**src/rtl/db_pkg.sv**
```systemverilog
// Shared constants and types for the doorbell page decoder.
// Assumes 32-bit doorbell stores. Offsets are in-page byte offsets.
package db_pkg;
    localparam int PAGE_OFS_W = 12;
    localparam logic [PAGE_OFS_W-1:0] QP_OFS = 12'h000;
    localparam logic [PAGE_OFS_W-1:0] CQ_OFS = 12'h004;

    localparam int QP_SEND_BIT = 31;
    localparam int QP_RECV_BIT = 30;
    localparam int CQ_ARM_BIT  = 31;
    localparam int CQ_SOL_BIT  = 30;
    localparam int CQ_POLL_BIT = 29;

    typedef struct packed {
        logic send;
        logic recv;
        logic arm;
        logic sol;
        logic poll;
        logic bad;
    } db_flags_t;
endpackage

```
**src/rtl/db_decode.sv**
```systemverilog
// Combinational decode of one doorbell store.
// Looks only at the in-page offset; flags from separate bits share one handle.
module db_decode
    import db_pkg::*;
#(
    parameter int HANDLE_W = 24
) (
    input  logic [PAGE_OFS_W-1:0] ofs,
    input  logic [31:0]           data,
    output db_flags_t             flags,
    output logic [HANDLE_W-1:0]   handle
);
    logic is_qp;
    logic is_cq;
    logic unused_data;

    assign is_qp = (ofs == QP_OFS);
    assign is_cq = (ofs == CQ_OFS);
    assign unused_data = ^data;

    // Pick the command flags that belong to the addressed queue type.
    always_comb begin
        flags      = '0;
        flags.send = is_qp & data[QP_SEND_BIT];
        flags.recv = is_qp & data[QP_RECV_BIT];
        flags.arm  = is_cq & data[CQ_ARM_BIT];
        flags.sol  = is_cq & data[CQ_SOL_BIT];
        flags.poll = is_cq & data[CQ_POLL_BIT];
        flags.bad  = ~(is_qp | is_cq);
    end

    assign handle = data[HANDLE_W-1:0];
endmodule

```
**src/rtl/db_cmd_fifo.sv**
```systemverilog
// Small synchronous FIFO carrying one command type.
// Assumes DEPTH >= 2. Push is ignored when full; the data memory has no reset.
module db_cmd_fifo #(
    parameter int W     = 24,
    parameter int DEPTH = 4
) (
    input  logic         clk,
    input  logic         rst_n,
    input  logic         push,
    input  logic [W-1:0] din,
    output logic         full,
    output logic         out_valid,
    input  logic         out_ready,
    output logic [W-1:0] dout
);
    localparam int PW = (DEPTH > 1) ? $clog2(DEPTH) : 1;
    localparam int CW = $clog2(DEPTH + 1);
    localparam logic [PW-1:0] LAST = PW'(DEPTH - 1);

    logic [W-1:0]  mem [DEPTH];
    logic [PW-1:0] wr_ptr;
    logic [PW-1:0] rd_ptr;
    logic [CW-1:0] count;
    logic          do_push;
    logic          do_pop;

    assign full      = (count == CW'(DEPTH));
    assign out_valid = (count != '0);
    assign dout      = mem[rd_ptr];
    assign do_push   = push & ~full;
    assign do_pop    = out_valid & out_ready;

    // Store an entry at the write pointer.
    always_ff @(posedge clk) begin
        if (do_push) mem[wr_ptr] <= din;
    end

    // Advance the pointers and the occupancy count.
    always_ff @(posedge clk) begin
        if (!rst_n) begin
            wr_ptr <= '0;
            rd_ptr <= '0;
            count  <= '0;
        end else begin
            if (do_push) wr_ptr <= (wr_ptr == LAST) ? '0 : wr_ptr + 1'b1;
            if (do_pop)  rd_ptr <= (rd_ptr == LAST) ? '0 : rd_ptr + 1'b1;
            if (do_push && !do_pop)      count <= count + 1'b1;
            else if (!do_push && do_pop) count <= count - 1'b1;
        end
    end
endmodule

```
**src/rtl/db_issue.sv**
```systemverilog
// Holds the commands of one accepted store and hands them to the FIFOs.
// Stalls the write port until all of them are placed; receive waits for send.
module db_issue
    import db_pkg::*;
#(
    parameter int HANDLE_W = 24
) (
    input  logic                clk,
    input  logic                rst_n,
    input  logic                wr_valid,
    output logic                wr_ready,
    input  db_flags_t           flags,
    input  logic [HANDLE_W-1:0] handle,
    input  logic                snd_space,
    input  logic                rcv_space,
    input  logic                arm_space,
    input  logic                pol_space,
    output logic                snd_push,
    output logic                rcv_push,
    output logic                arm_push,
    output logic                pol_push,
    output logic [HANDLE_W-1:0] handle_q,
    output logic                sol_q,
    output logic                err
);
    logic pend_snd;
    logic pend_rcv;
    logic pend_arm;
    logic pend_pol;
    logic accept;

    assign wr_ready = ~(pend_snd | pend_rcv | pend_arm | pend_pol);
    assign accept   = wr_valid & wr_ready;

    assign snd_push = pend_snd & snd_space;
    assign rcv_push = pend_rcv & ~pend_snd & rcv_space;
    assign arm_push = pend_arm & arm_space;
    assign pol_push = pend_pol & pol_space;

    // Latch a new store or retire the commands placed this cycle.
    always_ff @(posedge clk) begin
        if (!rst_n) begin
            pend_snd <= 1'b0;
            pend_rcv <= 1'b0;
            pend_arm <= 1'b0;
            pend_pol <= 1'b0;
            handle_q <= '0;
            sol_q    <= 1'b0;
            err      <= 1'b0;
        end else begin
            err <= accept & flags.bad;
            if (accept) begin
                pend_snd <= flags.send;
                pend_rcv <= flags.recv;
                pend_arm <= flags.arm;
                pend_pol <= flags.poll;
                handle_q <= handle;
                sol_q    <= flags.sol;
            end else begin
                if (snd_push) pend_snd <= 1'b0;
                if (rcv_push) pend_rcv <= 1'b0;
                if (arm_push) pend_arm <= 1'b0;
                if (pol_push) pend_pol <= 1'b0;
            end
        end
    end
endmodule

```
**src/rtl/db_page_decoder.sv**
```systemverilog
// Doorbell page command decoder: decode, issue stage, one FIFO per command.
// Assumes one 32-bit store per cycle at most; write-only, no read path.
module db_page_decoder
    import db_pkg::*;
#(
    parameter int ADDR_W     = 32,
    parameter int HANDLE_W   = 24,
    parameter int FIFO_DEPTH = 4
) (
    input  logic                clk,
    input  logic                rst_n,
    input  logic                db_wr_valid,
    output logic                db_wr_ready,
    input  logic [ADDR_W-1:0]   db_wr_addr,
    input  logic [31:0]         db_wr_data,
    output logic                db_err,
    output logic                snd_valid,
    input  logic                snd_ready,
    output logic [HANDLE_W-1:0] snd_handle,
    output logic                rcv_valid,
    input  logic                rcv_ready,
    output logic [HANDLE_W-1:0] rcv_handle,
    output logic                arm_valid,
    input  logic                arm_ready,
    output logic [HANDLE_W-1:0] arm_handle,
    output logic                arm_solicited,
    output logic                pol_valid,
    input  logic                pol_ready,
    output logic [HANDLE_W-1:0] pol_handle
);
    db_flags_t           flags;
    logic [HANDLE_W-1:0] dec_handle;
    logic [HANDLE_W-1:0] handle_q;
    logic                sol_q;
    logic                snd_push, rcv_push, arm_push, pol_push;
    logic                snd_full, rcv_full, arm_full, pol_full;
    logic                unused_page;

    assign unused_page = ^db_wr_addr;

    db_decode #(.HANDLE_W(HANDLE_W)) i_decode (
        .ofs    (db_wr_addr[PAGE_OFS_W-1:0]),
        .data   (db_wr_data),
        .flags  (flags),
        .handle (dec_handle)
    );

    db_issue #(.HANDLE_W(HANDLE_W)) i_issue (
        .clk       (clk),
        .rst_n     (rst_n),
        .wr_valid  (db_wr_valid),
        .wr_ready  (db_wr_ready),
        .flags     (flags),
        .handle    (dec_handle),
        .snd_space (~snd_full),
        .rcv_space (~rcv_full),
        .arm_space (~arm_full),
        .pol_space (~pol_full),
        .snd_push  (snd_push),
        .rcv_push  (rcv_push),
        .arm_push  (arm_push),
        .pol_push  (pol_push),
        .handle_q  (handle_q),
        .sol_q     (sol_q),
        .err       (db_err)
    );

    db_cmd_fifo #(.W(HANDLE_W), .DEPTH(FIFO_DEPTH)) i_snd_fifo (
        .clk(clk), .rst_n(rst_n), .push(snd_push), .din(handle_q), .full(snd_full),
        .out_valid(snd_valid), .out_ready(snd_ready), .dout(snd_handle)
    );

    db_cmd_fifo #(.W(HANDLE_W), .DEPTH(FIFO_DEPTH)) i_rcv_fifo (
        .clk(clk), .rst_n(rst_n), .push(rcv_push), .din(handle_q), .full(rcv_full),
        .out_valid(rcv_valid), .out_ready(rcv_ready), .dout(rcv_handle)
    );

    db_cmd_fifo #(.W(HANDLE_W + 1), .DEPTH(FIFO_DEPTH)) i_arm_fifo (
        .clk(clk), .rst_n(rst_n), .push(arm_push), .din({sol_q, handle_q}), .full(arm_full),
        .out_valid(arm_valid), .out_ready(arm_ready), .dout({arm_solicited, arm_handle})
    );

    db_cmd_fifo #(.W(HANDLE_W), .DEPTH(FIFO_DEPTH)) i_pol_fifo (
        .clk(clk), .rst_n(rst_n), .push(pol_push), .din(handle_q), .full(pol_full),
        .out_valid(pol_valid), .out_ready(pol_ready), .dout(pol_handle)
    );
endmodule

```
**config.mk**
```make
export PLATFORM = sky130hd
export DESIGN_NAME = db_page_decoder
export DESIGN_NICKNAME = d
export VERILOG_FILES = /design/src/rtl/db_pkg.sv /design/src/rtl/db_decode.sv /design/src/rtl/db_cmd_fifo.sv /design/src/rtl/db_issue.sv /design/src/rtl/db_page_decoder.sv
export SDC_FILE = /design/constraint.sdc
export NUM_CORES = 1
export LEC_CHECK = 0
export BUFFER_PORTS_ARGS = -buffer_cell sky130_fd_sc_hd__buf_4
export CAP_MARGIN = 20
export CORE_ASPECT_RATIO = 1.1
export CORE_UTILIZATION = 55
export CTS_BUF_LIST = sky130_fd_sc_hd__clkbuf_2
export DETAILED_ROUTE_END_ITERATION = 10
export PLACE_DENSITY = 0.81
export RECOVER_POWER = 25
export SYNTH_ARGS = -nofsm -noshare
export SYNTH_HDL_FRONTEND = slang
export SYNTH_SLANG_ARGS = --single-unit
```
**constraint.sdc**
```tcl
create_clock -name clk -period 2.6 [get_ports clk]
set_input_delay 0.26 -clock clk [delete_from_list [all_inputs] [get_ports clk]]
set_output_delay 0.26 -clock clk [all_outputs]
set_load 0.02 [all_outputs]
```
==> flow_summary.ini, run 1 <==
[sta]
finalMaxSlewViolations = 0
hold-worst-slack_ns = 0.2212
setup_slack_ns = 0.002951
maxSlewHeadroom_pct = 50.10
tightest_slew_ns = 0.7475
final.min_clock_period_ns = 2.597
fin_skew_ns = 0.08825
setup_violations = 0
rsz0062_at_grt = yes
hold_violations = 0
fmax_ghz = 0.3851
post-route-period-util_pct = 99.89

[clocking]
cts_max_path_buffers = 3
cts_tree = built
cts-htree-levels = 3
cts.sinks = 454
clk_latency_ns = 0.94
cts_buffers = 104
clk_pin_slew_ns = 0.13
clock-root-buffer = clkbuf_2

[hold_path]
worst_hold_path_type = input pin to flop

[floorplanning]
die-area_um2 = 31900
boundaryPins = 174
start_util_pct = 56.06
die_y_um = 187.2
rows = 67
core_area_um2 = 30600
dieWidth_um = 170.4

[routing]
wl_per_cell_um = 23.04
initialDrtViolationCount = 876
ant_nets = 0
drtPass1Iterations = 5
vias = 9533
wirelength_mm = 38.57
drc = 0
via_per_inst = 5.695

[global_route]
grt_pass1_vias = 10010
grt_use_total_pct = 24.48
grt_max_degree = 53
grt_antenna_before_repair = 1
grt_first_pass_wirelength_mm = 56.84
grt_overflow = 0

[worst_setup_path]
crit_family = buffers and inverters
cp_max_fo = 13
crit_top_cell = dlygate4sd3_1
worstPathBufferInverterCount = 4
required_ns = 3.47
crit_slowest_cell = dlygate4sd3_1
path_cells = buf_4 -> nor4_4 -> clkbuf_16 -> and3_1 -> dlygate4sd3_1 -> o21a_1 -> dlygate4sd3_1
crit_type = flop to flop
startpoint_type = flop
cp.arrival_ns = 3.47
end_kind = flop
critPathMaxStageDelay_ns = 0.57

[yosys]
syn-num-nets = 943
syn_inst = 844
avgSynthCellArea_um2 = 20.32
ys_types = 37
syn-cell-area_um2 = 17150
synth_warnings = 0
yosysSeqAreaShare_pct = 75.62
ys_ff_latch = 454

[layout]
layout-drive-gt1-share_pct = 36.93
syn_to_final_growth_pct = 21.45
final_common_cell = edfxtp_1
final_cell_mix = edfxtp_1, buf_4, clkbuf_2
fin_nets = 1271

[outcome]
status = finished clean

[placement]
gp_congestion = 0.7782
post-place-ws_ns = 0.2734
port_buffers = 148
dp_hpwl_mm = 20.81

[power_and_ir_drop]
seq_power_share_pct = 49.6
p_sw_mw = 5.024
combPwrFrac_pct = 23.9
max-vdd-ir-drop_mv = 0.4888
p_total_mw = 16.93
power.leakage_nw = 7.524
powerDensity_nw_per_um2 = 812.5
swShare_pct = 29.68
internal-power_mw = 11.90
p_clk_share_pct = 26.5

[job]
drv_cap = 0
## sequential cells by signal, summed over array words and instances (netlist names), 3 cells and up, named ones only
name / flops
i_rcv_fifo.count: 3
i_pol_fifo.mem: 96
i_snd_fifo.mem: 96
i_issue.handle_q: 24
i_pol_fifo.count: 3
i_snd_fifo.count: 3
i_rcv_fifo.mem: 96
i_arm_fifo.count: 3
i_arm_fifo.mem: 100
## per-layer routing
metal	part of all wire [%]	vias up	track usage [%]
li1	-	4154	-
met1	37	4820	31.14
met2	52	489	41.71
met3	8.0	70	4.867
met4	2.6	0	9.148
met5	0	-	0
## kinds of logic (layout without fill, tap and decap cells)
| family | after synthesis | after routing | share of synthesized area [%] |
|---|---|---|---|
| flip-flops | 454 | 454 | 75.62 |
| multiplexers | 105 | 105 | 13.20 |
| AND/OR/NAND/NOR | 104 | 104 | 3.676 |
| AO/OA/AOI/OAI | 88 | 88 | 3.421 |
| buffers and inverters | 57 | 472 | 1.451 |
| adder cells (fa/ha/maj) | 28 | 28 | 2.217 |
| XOR/XNOR | 8 | 8 | 0.4085 |
| other | 0 | 1 | 0 |
## worst paths after layout
| kind | slack (ns) | end | startpoint | depth (start not counted) |
|---|---|---|---|---|
| max | 0.003 | i_issue.handle_q[6] | i_issue.pend_pol | 7 |
| min | 0.22 | i_issue.err | db_wr_addr[1] | 4 |
| max reg2reg | 0.003 | i_issue.handle_q[6] | i_issue.pend_pol | 7 |
| min reg2reg | 0.45 | flop | i_pol_fifo.rd_ptr[0] | 2 |
## worst register-to-register path, cell delays in order, from the launching register on
cell and delay, ns:
dfxtp_2 0.34, buf_4 0.17, nor4_4 0.37, clkbuf_16 0.25, and3_1 0.18, dlygate4sd3_1 0.57, o21a_1 0.16, dlygate4sd3_1 0.57
## cells in the mapped netlist
library cell	number	area, um^2
nor4_4	1	21.27
and2_1	4	25.02
clkinv_1	1	3.750
inv_1	15	56.30
xor2_1	8	70.07
a31oi_1	1	6.260
nor4_1	2	12.51
clkbuf_2	3	15.01
edfxtp_1	388	11650
mux4_2	97	2185
a21o_1	1	7.510
mux2i_1	8	80.08
a21oi_1	15	75.07
or3_1	12	75.07
dfxtp_1	66	1321
nor3_1	1	5.000
buf_1	4	15.01
ha_1	24	300.3
nand3_1	10	50.05
nor3b_1	5	37.54
nand2b_1	1	6.260
and3_1	36	225.2
fa_1	4	80.08
nand4_4	1	21.27
nor4b_1	1	8.760
nor2_1	16	60.06
buf_2	13	65.06
o211ai_1	1	7.510
buf_6	2	22.52
clkbuf_1	19	71.32
o21a_1	26	195.2
or4_1	4	30.03
o21ai_0	14	70.07
o31ai_1	6	45.04
or3b_2	3	26.28
nand2_1	7	26.28
a21boi_0	24	180.2
## per-stage QoR
stage	utilization, %	cell area [um^2]	cells	TNS (ns)
floorplan	-	17150	844	0
global placement	61.69	18880	1397	0
detailed placement	61.69	18880	1397	0
CTS	67.59	20680	1665	-0.05362
global route	68.09	20830	1674	-0.07002
finish	68.09	20830	1674	0
## cell type report
| class | count | area, um^2 |
|---|---|---|
| clock inverter | 35 | 176.4 |
| tap | 414 | 518.0 |
| timing repair buffer | 263 | 2362 |
| clock buffer | 158 | 790.8 |
| fill | 1965 | 9764 |
| inverter | 16 | 60.06 |
| sequential | 454 | 12990 |
| antenna | 1 | 2.502 |
| multi-input combinational | 333 | 3935 |
## power by group through the flow
stage / logic (mW) / registers (mW) / clock network, mW
2_1_floorplan: 2.47 / 8.39 / 0
3_3_place_gp: 3.72 / 8.51 / 0
3_5_place_dp: 3.75 / 8.54 / 0
4_1_cts: 3.98 / 8.36 / 4.54
5_1_grt: 4.30 / 8.43 / 4.93
6_report: 4.05 / 8.40 / 4.48
## what timing repair did
| action | 4_1_cts | 5_1_grt |
|---|---|---|
| hold buffers | 74 | 0 |
| gates resized for setup | 20 | 11 |
| hold endpoints to repair | 59 | 0 |
| cloned | 0 | 5 |
| endpoints found under the setup margin | 59 | 60 |
| pin swaps | 0 | 2 |
| setup buffers | 1 | 3 |
Note: power is estimated with default switching activity, not from simulation.
==> inputs of run 2 (changes only) <==
SYNTH_HIERARCHICAL = 1   (was default)
==> flow_summary.ini, run 2 <==
[outcome]
status = finished, violations left
violations = setup timing

[routing]
vias = 9280
initialDrtViolationCount = 814
drc = 0
ant_nets = 0
wl_per_cell_um = 22.02
via_per_inst = 5.491
wirelength_mm = 37.21
drtPass1Iterations = 6

[floorplanning]
core_area_um2 = 31400
boundaryPins = 174
die_y_um = 189.4
rows = 68
start_util_pct = 55.90
die-area_um2 = 32630
dieWidth_um = 172.3

[layout]
final_cell_mix = edfxtp_1, clkbuf_2, buf_4
top_register = i_arm_fifo/mem
layout-drive-gt1-share_pct = 36.25
fin_nets = 1291
final_common_cell = edfxtp_1
syn_to_final_growth_pct = 19.93
largest_reg_flops = 100

[hold_path]
worst_hold_path_type = input pin to flop
hold_start = db_wr_data[4]
hold_depth = 4
min_to = i_issue/handle_q[4]

[clocking]
clk_latency_ns = 0.96
cts-htree-levels = 3
cts.sinks = 454
cts_tree = built
clk_pin_slew_ns = 0.12
clock-root-buffer = clkbuf_2
cts_buffers = 101
cts_max_path_buffers = 3

[global_route]
grt_first_pass_wirelength_mm = 55.09
grt_use_total_pct = 23.35
grt_overflow = 0
grt_max_degree = 54
grt_pass1_vias = 9636
grt_antenna_before_repair = 3

[sta]
tightest_slew_ns = 1.044
rsz0062_at_grt = yes
final.min_clock_period_ns = 2.607
finalMaxSlewViolations = 0
maxSlewHeadroom_pct = 30.17
setup_violations = 3
fin_skew_ns = 0.1089
final.setup.tns_ns = -0.01371
hold_violations = 0
post-route-period-util_pct = 100.3
setup_slack_ns = -0.007362
fmax_ghz = 0.3835

[yosys]
synth.area.top_cells = edfxtp_1, mux4_2, dfxtp_1
synth_commonest_cells = edfxtp_1, nand2_1, mux4_2
syn_inst = 893
syn-num-nets = 992
synthArstFlopShare_pct = 0
synth_warnings = 6
ys_types = 35
synth_edf_count = 388
syn-cell-area_um2 = 17550
yosysSeqAreaShare_pct = 73.91
avgSynthCellArea_um2 = 19.65
ys_ff_latch = 454
ys.flop_type = edfxtp_1
yosysMostFrequentCell = edfxtp_1
synthDominantCellAreaShare_pct = 66.39
synth_top_cell_by_area = edfxtp_1

[worst_setup_path]
ff2ff_path_depth = 4
critPathMaxStageDelay_ns = 0.56
crit_slowest_cell = mux4_2
timing.rr.start = i_issue/pend_pol
crit_family = multiplexers
required_ns = 2.34
cp_max_fo = 6
cp.arrival_ns = 2.35
path_cells = clkbuf_16 -> mux4_2 -> buf_6
startpoint_type = flop
crit_type = flop to output port
end_kind = output port
timing.rr.end = i_issue/handle_q[23]
worstPathBufferInverterCount = 2
worst-r2r-setup-slack_ns = 0.12

[power_and_ir_drop]
max-vdd-ir-drop_mv = 0.7254
p_total_mw = 17.43
seq_power_share_pct = 48.5
internal-power_mw = 12.31
powerDensity_nw_per_um2 = 828.0
combPwrFrac_pct = 26.3
p_sw_mw = 5.116
power.leakage_nw = 7.529
swShare_pct = 29.35
p_clk_share_pct = 25.1

[placement]
port_buffers = 148
gp_congestion = 0.7612
dp_hpwl_mm = 20.82

[job]
drv_cap = 0
## run 2: cell types whose count changed after synthesis, sizes merged, moves of 4 or more
cell    before  now
o21a        26    0
clkbuf      22   16
xor2         8    4
a21oi       15    0
nand2        7   84
a21boi      24    4
and3        36    0
nor2b        0    8
and2         4   23
xnor2        0    4
buf         19   53
mux2i        8   37
nor2        16    9
## run 2: repair_timing
item | CTS | global route
pin swaps | 0 | 1
resized for setup | 59 | 24
buffers inserted | 1 | 0
hold endpoints to repair | 64 | 0
cloned | 4 | 3
hold buffers | 75 | 0
setup endpoints to repair | 84 | 53
## run 2: stage by stage
stage                     std cells  util (%)  area [um^2]  setup slack, ns  hold WS, ns
after global placement         1428     60.47        18980           0.3549       0.4793
final                          1690     67.05        21050        -0.007362       0.1254
after global routing           1690     67.05        21050          -0.1095      0.05453
after detailed placement       1428     60.47        18980           0.2506       0.4941
after CTS                      1688     66.66        20930         -0.06232      0.05052
after floorplan                 893         -        17550           0.3941       0.4228
## run 2: final cells by class
class	count	area (um^2)
multi-input cells	354	3981
inverters	16	60.06
clock buffers	150	750.7
fillers	1953	10350
diodes	1	2.502
repair buffers	265	2557
flip-flops and latches	454	12990
well taps	420	525.5
clock inverters	30	186.4
## run 2: kinds of logic (layout without fill, tap and decap cells)
kind of cell / after synthesis / count (layout) / synth area share (%)
muxes: 134 / 134 / 14.92
other: 0 / 1 / 0
xor gates and xnor gates: 8 / 8 / 0.3992
buffers and inverters: 85 / 461 / 3.180
and+or+nand+nor: 160 / 160 / 4.613
adders and majority gates: 28 / 28 / 2.167
AOI/OAI and AO/OA: 24 / 24 / 0.8056
DFF: 454 / 454 / 73.91
## run 2: worst max path at each step
stage	start	end	slack, ns	cells after the start
after global routing	flop	arm_handle[18]	-0.11	4
after detailed placement	i_rcv_fifo/count[0]	i_rcv_fifo/count[2]	0.25	10
after CTS	flop	arm_handle[2]	-0.06	3
after floorplan	i_rcv_fifo/count[0]	i_rcv_fifo/count[2]	0.39	11
final	flop	pol_handle[17]	-0.007	3
after global placement	i_rcv_fifo/count[0]	i_rcv_fifo/count[2]	0.35	10
## run 2: worst reg2reg max path, cell delays in order, from the launching register on
cell and delay, ns:
dfxtp_1 0.37, nor4_4 0.35, nand2_2 0.64, mux2i_1 0.46
dlygate4sd3_1 0.59
## run 2: metal layers
| layer | GRT usage, % | share of wire (%) | vias to the layer above |
|---|---|---|---|
| li1 | - | - | 4137 |
| met1 | 29.36 | 37 | 4617 |
| met2 | 39.64 | 52 | 460 |
| met3 | 4.766 | 7.6 | 62 |
| met4 | 9.394 | 2.9 | 4 |
| met5 | 0 | 0.067 | - |
## run 2: power groups by stage
stage	Sequential, mW	Clock (mW)	Combinational, mW
after floorplan	8.43	0	2.78
after global placement	8.51	0	3.90
after detailed placement	8.54	0	3.95
after CTS	8.42	4.47	4.46
after global routing	8.50	4.85	4.86
final	8.46	4.38	4.59
==> inputs of run 3 (changes only) <==
CORE_ASPECT_RATIO = 0.8   (was 1.1)
CORE_UTILIZATION = 45   (was 55)
PLACE_DENSITY = 0.69   (was 0.81)
==> flow_summary.ini, run 3 (synthesized netlist as in run 2, its figures left out) <==
[outcome]
status = finished, violations left
violations = setup timing

[worst_setup_path]
timing.rr.end = i_snd_fifo/count[2]
timing.rr.start = i_snd_fifo/count[1]
end_kind = flop
critPathMaxStageDelay_ns = 0.64
crit_type = input pin to flop
required_ns = 3.47
ff2ff_path_depth = 10
worst-r2r-setup-slack_ns = 0.25
crit_top_cell = dlygate4sd3_1
startpoint_type = input pin
crit_slowest_cell = dlygate4sd3_1
path_cells = dlygate4sd3_1 -> buf_4 -> or3_4 -> dlygate4sd3_1 -> nor4_2 -> dlygate4sd3_1 -> nand2_1 -> dlygate4sd3_1 -> o21ai_1
cp_max_fo = 5
cp.arrival_ns = 3.55

[placement]
port_buffers = 148
place_area_um2 = 19140
dp_hpwl_mm = 21.91
dp.cells = 1505
post-place-ws_ns = 0.2778
gp_congestion = 0.7532

[clocking]
clock-root-buffer = clkbuf_2
clk_latency_ns = 0.95
clk_pin_slew_ns = 0.12
cts_max_path_buffers = 3
cts_tree = built
cts-htree-levels = 3
cts_buffers = 103
cts.sinks = 454

[routing]
vias = 9370
initialDrtViolationCount = 720
wl_per_cell_um = 21.55
drtPass1Iterations = 6
wirelength_mm = 39.16
via_per_inst = 5.157
ant_nets = 0
drc = 0

[floorplanning]
die_y_um = 178.6
core_area_um2 = 38360
rows = 64
start_util_pct = 45.76
boundaryPins = 174
dieWidth_um = 222.8
die-area_um2 = 39800

[layout]
final_cells = 1817
fin_util_pct = 56.86
top_register = i_arm_fifo/mem
syn_to_final_growth_pct = 24.27
n_fill_cell = 2889
final_cell_mix = edfxtp_1, clkbuf_2, buf_6
design_area_um2 = 21810
fin_nets = 1334
layout-drive-gt1-share_pct = 36.40
final_common_cell = edfxtp_1
largest_reg_flops = 100

[power_and_ir_drop]
max-vdd-ir-drop_mv = 0.5242
power.leakage_nw = 7.841
powerDensity_nw_per_um2 = 813.7
p_total_mw = 17.75

[sta]
final.setup.tns_ns = -0.08013
hold_violations = 0
tightest_slew_ns = 0.9267
finalMaxSlewViolations = 0
fin_skew_ns = 0.05610
fmax_ghz = 0.3731
setup_slack_ns = -0.08013
rsz0062_at_grt = yes
post-route-period-util_pct = 103.1
hold-worst-slack_ns = 0.3371
setup_violations = 1
maxSlewHeadroom_pct = 38.14
final.min_clock_period_ns = 2.680

[global_route]
grt_overflow = 0
grtUsageMet1_pct = 26.52
grt_use_total_pct = 20.00
grt_pass1_vias = 9809
met3_usage_pct = 5.156
busiest_layer = met2
grt_first_pass_wirelength_mm = 57.84
grt_antenna_before_repair = 3
grt_max_degree = 57
use_met2_pct = 33.13

[hold_path]
worst_hold_path_type = input pin to flop
hold_depth = 5
hold_start = rcv_ready

[job]
drv_cap = 0
run 3: cell count changes in the layout (fill, tap and decap cells not counted), sizes merged:
| cell | change |
|---|---|
| buf | +8 |
| bufinv | -1 |
| clkbuf | +9 |
| clkinv | -1 |
| clkinvlp | -2 |
| diode | +5 |
| dlygate4sd3 | +30 |
| dlymetal6s4s | +2 |
| inv | +2 |
run 3: layout make-up:
cell class                 count  area (um^2)  area share (%)
sequential                   454        12990           59.55
inverter                      16        60.06          0.2754
tap                          495        619.3           2.840
clock inverter                28        136.4          0.6253
timing repair buffer         306         3194           14.65
clock buffer                 158        790.8           3.626
antenna                        6        15.01         0.06884
multi-input combinational    354         4008           18.37
run 3: routing by layer:
layer	wire (um)	share of wire, %
met5	0	0
met4	337	0.86
met3	2319	5.9
met2	19620	50
met1	16880	43
run 3: report_power, final:
group          leakage (nW)  internal, mW  total (mW)  switching [mW]
clock                 0.730          1.70        4.33            2.62
sequential             4.10          8.10        8.52           0.422
combinational          3.01          2.74        4.90            2.16
total                  7.84          12.5        17.7            5.20
run 3: worst max-delay path, delay by kind of cell:
kind / cells / cell delay (ns)
and+or+nand+nor: 3 / 0.69
buffers and inverters: 5 / 2.50
AOI/OAI and AO/OA: 1 / 0.10
run 3: how the worst max path moves through the flow:
stage	end	cells past startpoint	start	slack, ns
after floorplan	i_rcv_fifo/count[2]	11	i_rcv_fifo/count[0]	0.39
after global placement	i_snd_fifo/count[2]	10	i_snd_fifo/count[0]	0.39
after detailed placement	i_snd_fifo/count[2]	10	i_snd_fifo/count[0]	0.28
after CTS	snd_handle[13]	4	flop	-0.12
after global routing	pol_handle[12]	3	flop	-0.15
final	i_issue/pend_snd	9	db_wr_addr[9]	-0.08
run 3: timing repair:
action | 4_1_cts | 5_1_grt
endpoints found under the setup margin | 97 | 101
setup buffers | 9 | 1
gates cloned | 5 | 3
gates resized for setup | 124 | 28
hold endpoints to repair | 66 | 0
hold buffers | 105 | 0
pin swaps | 0 | 0
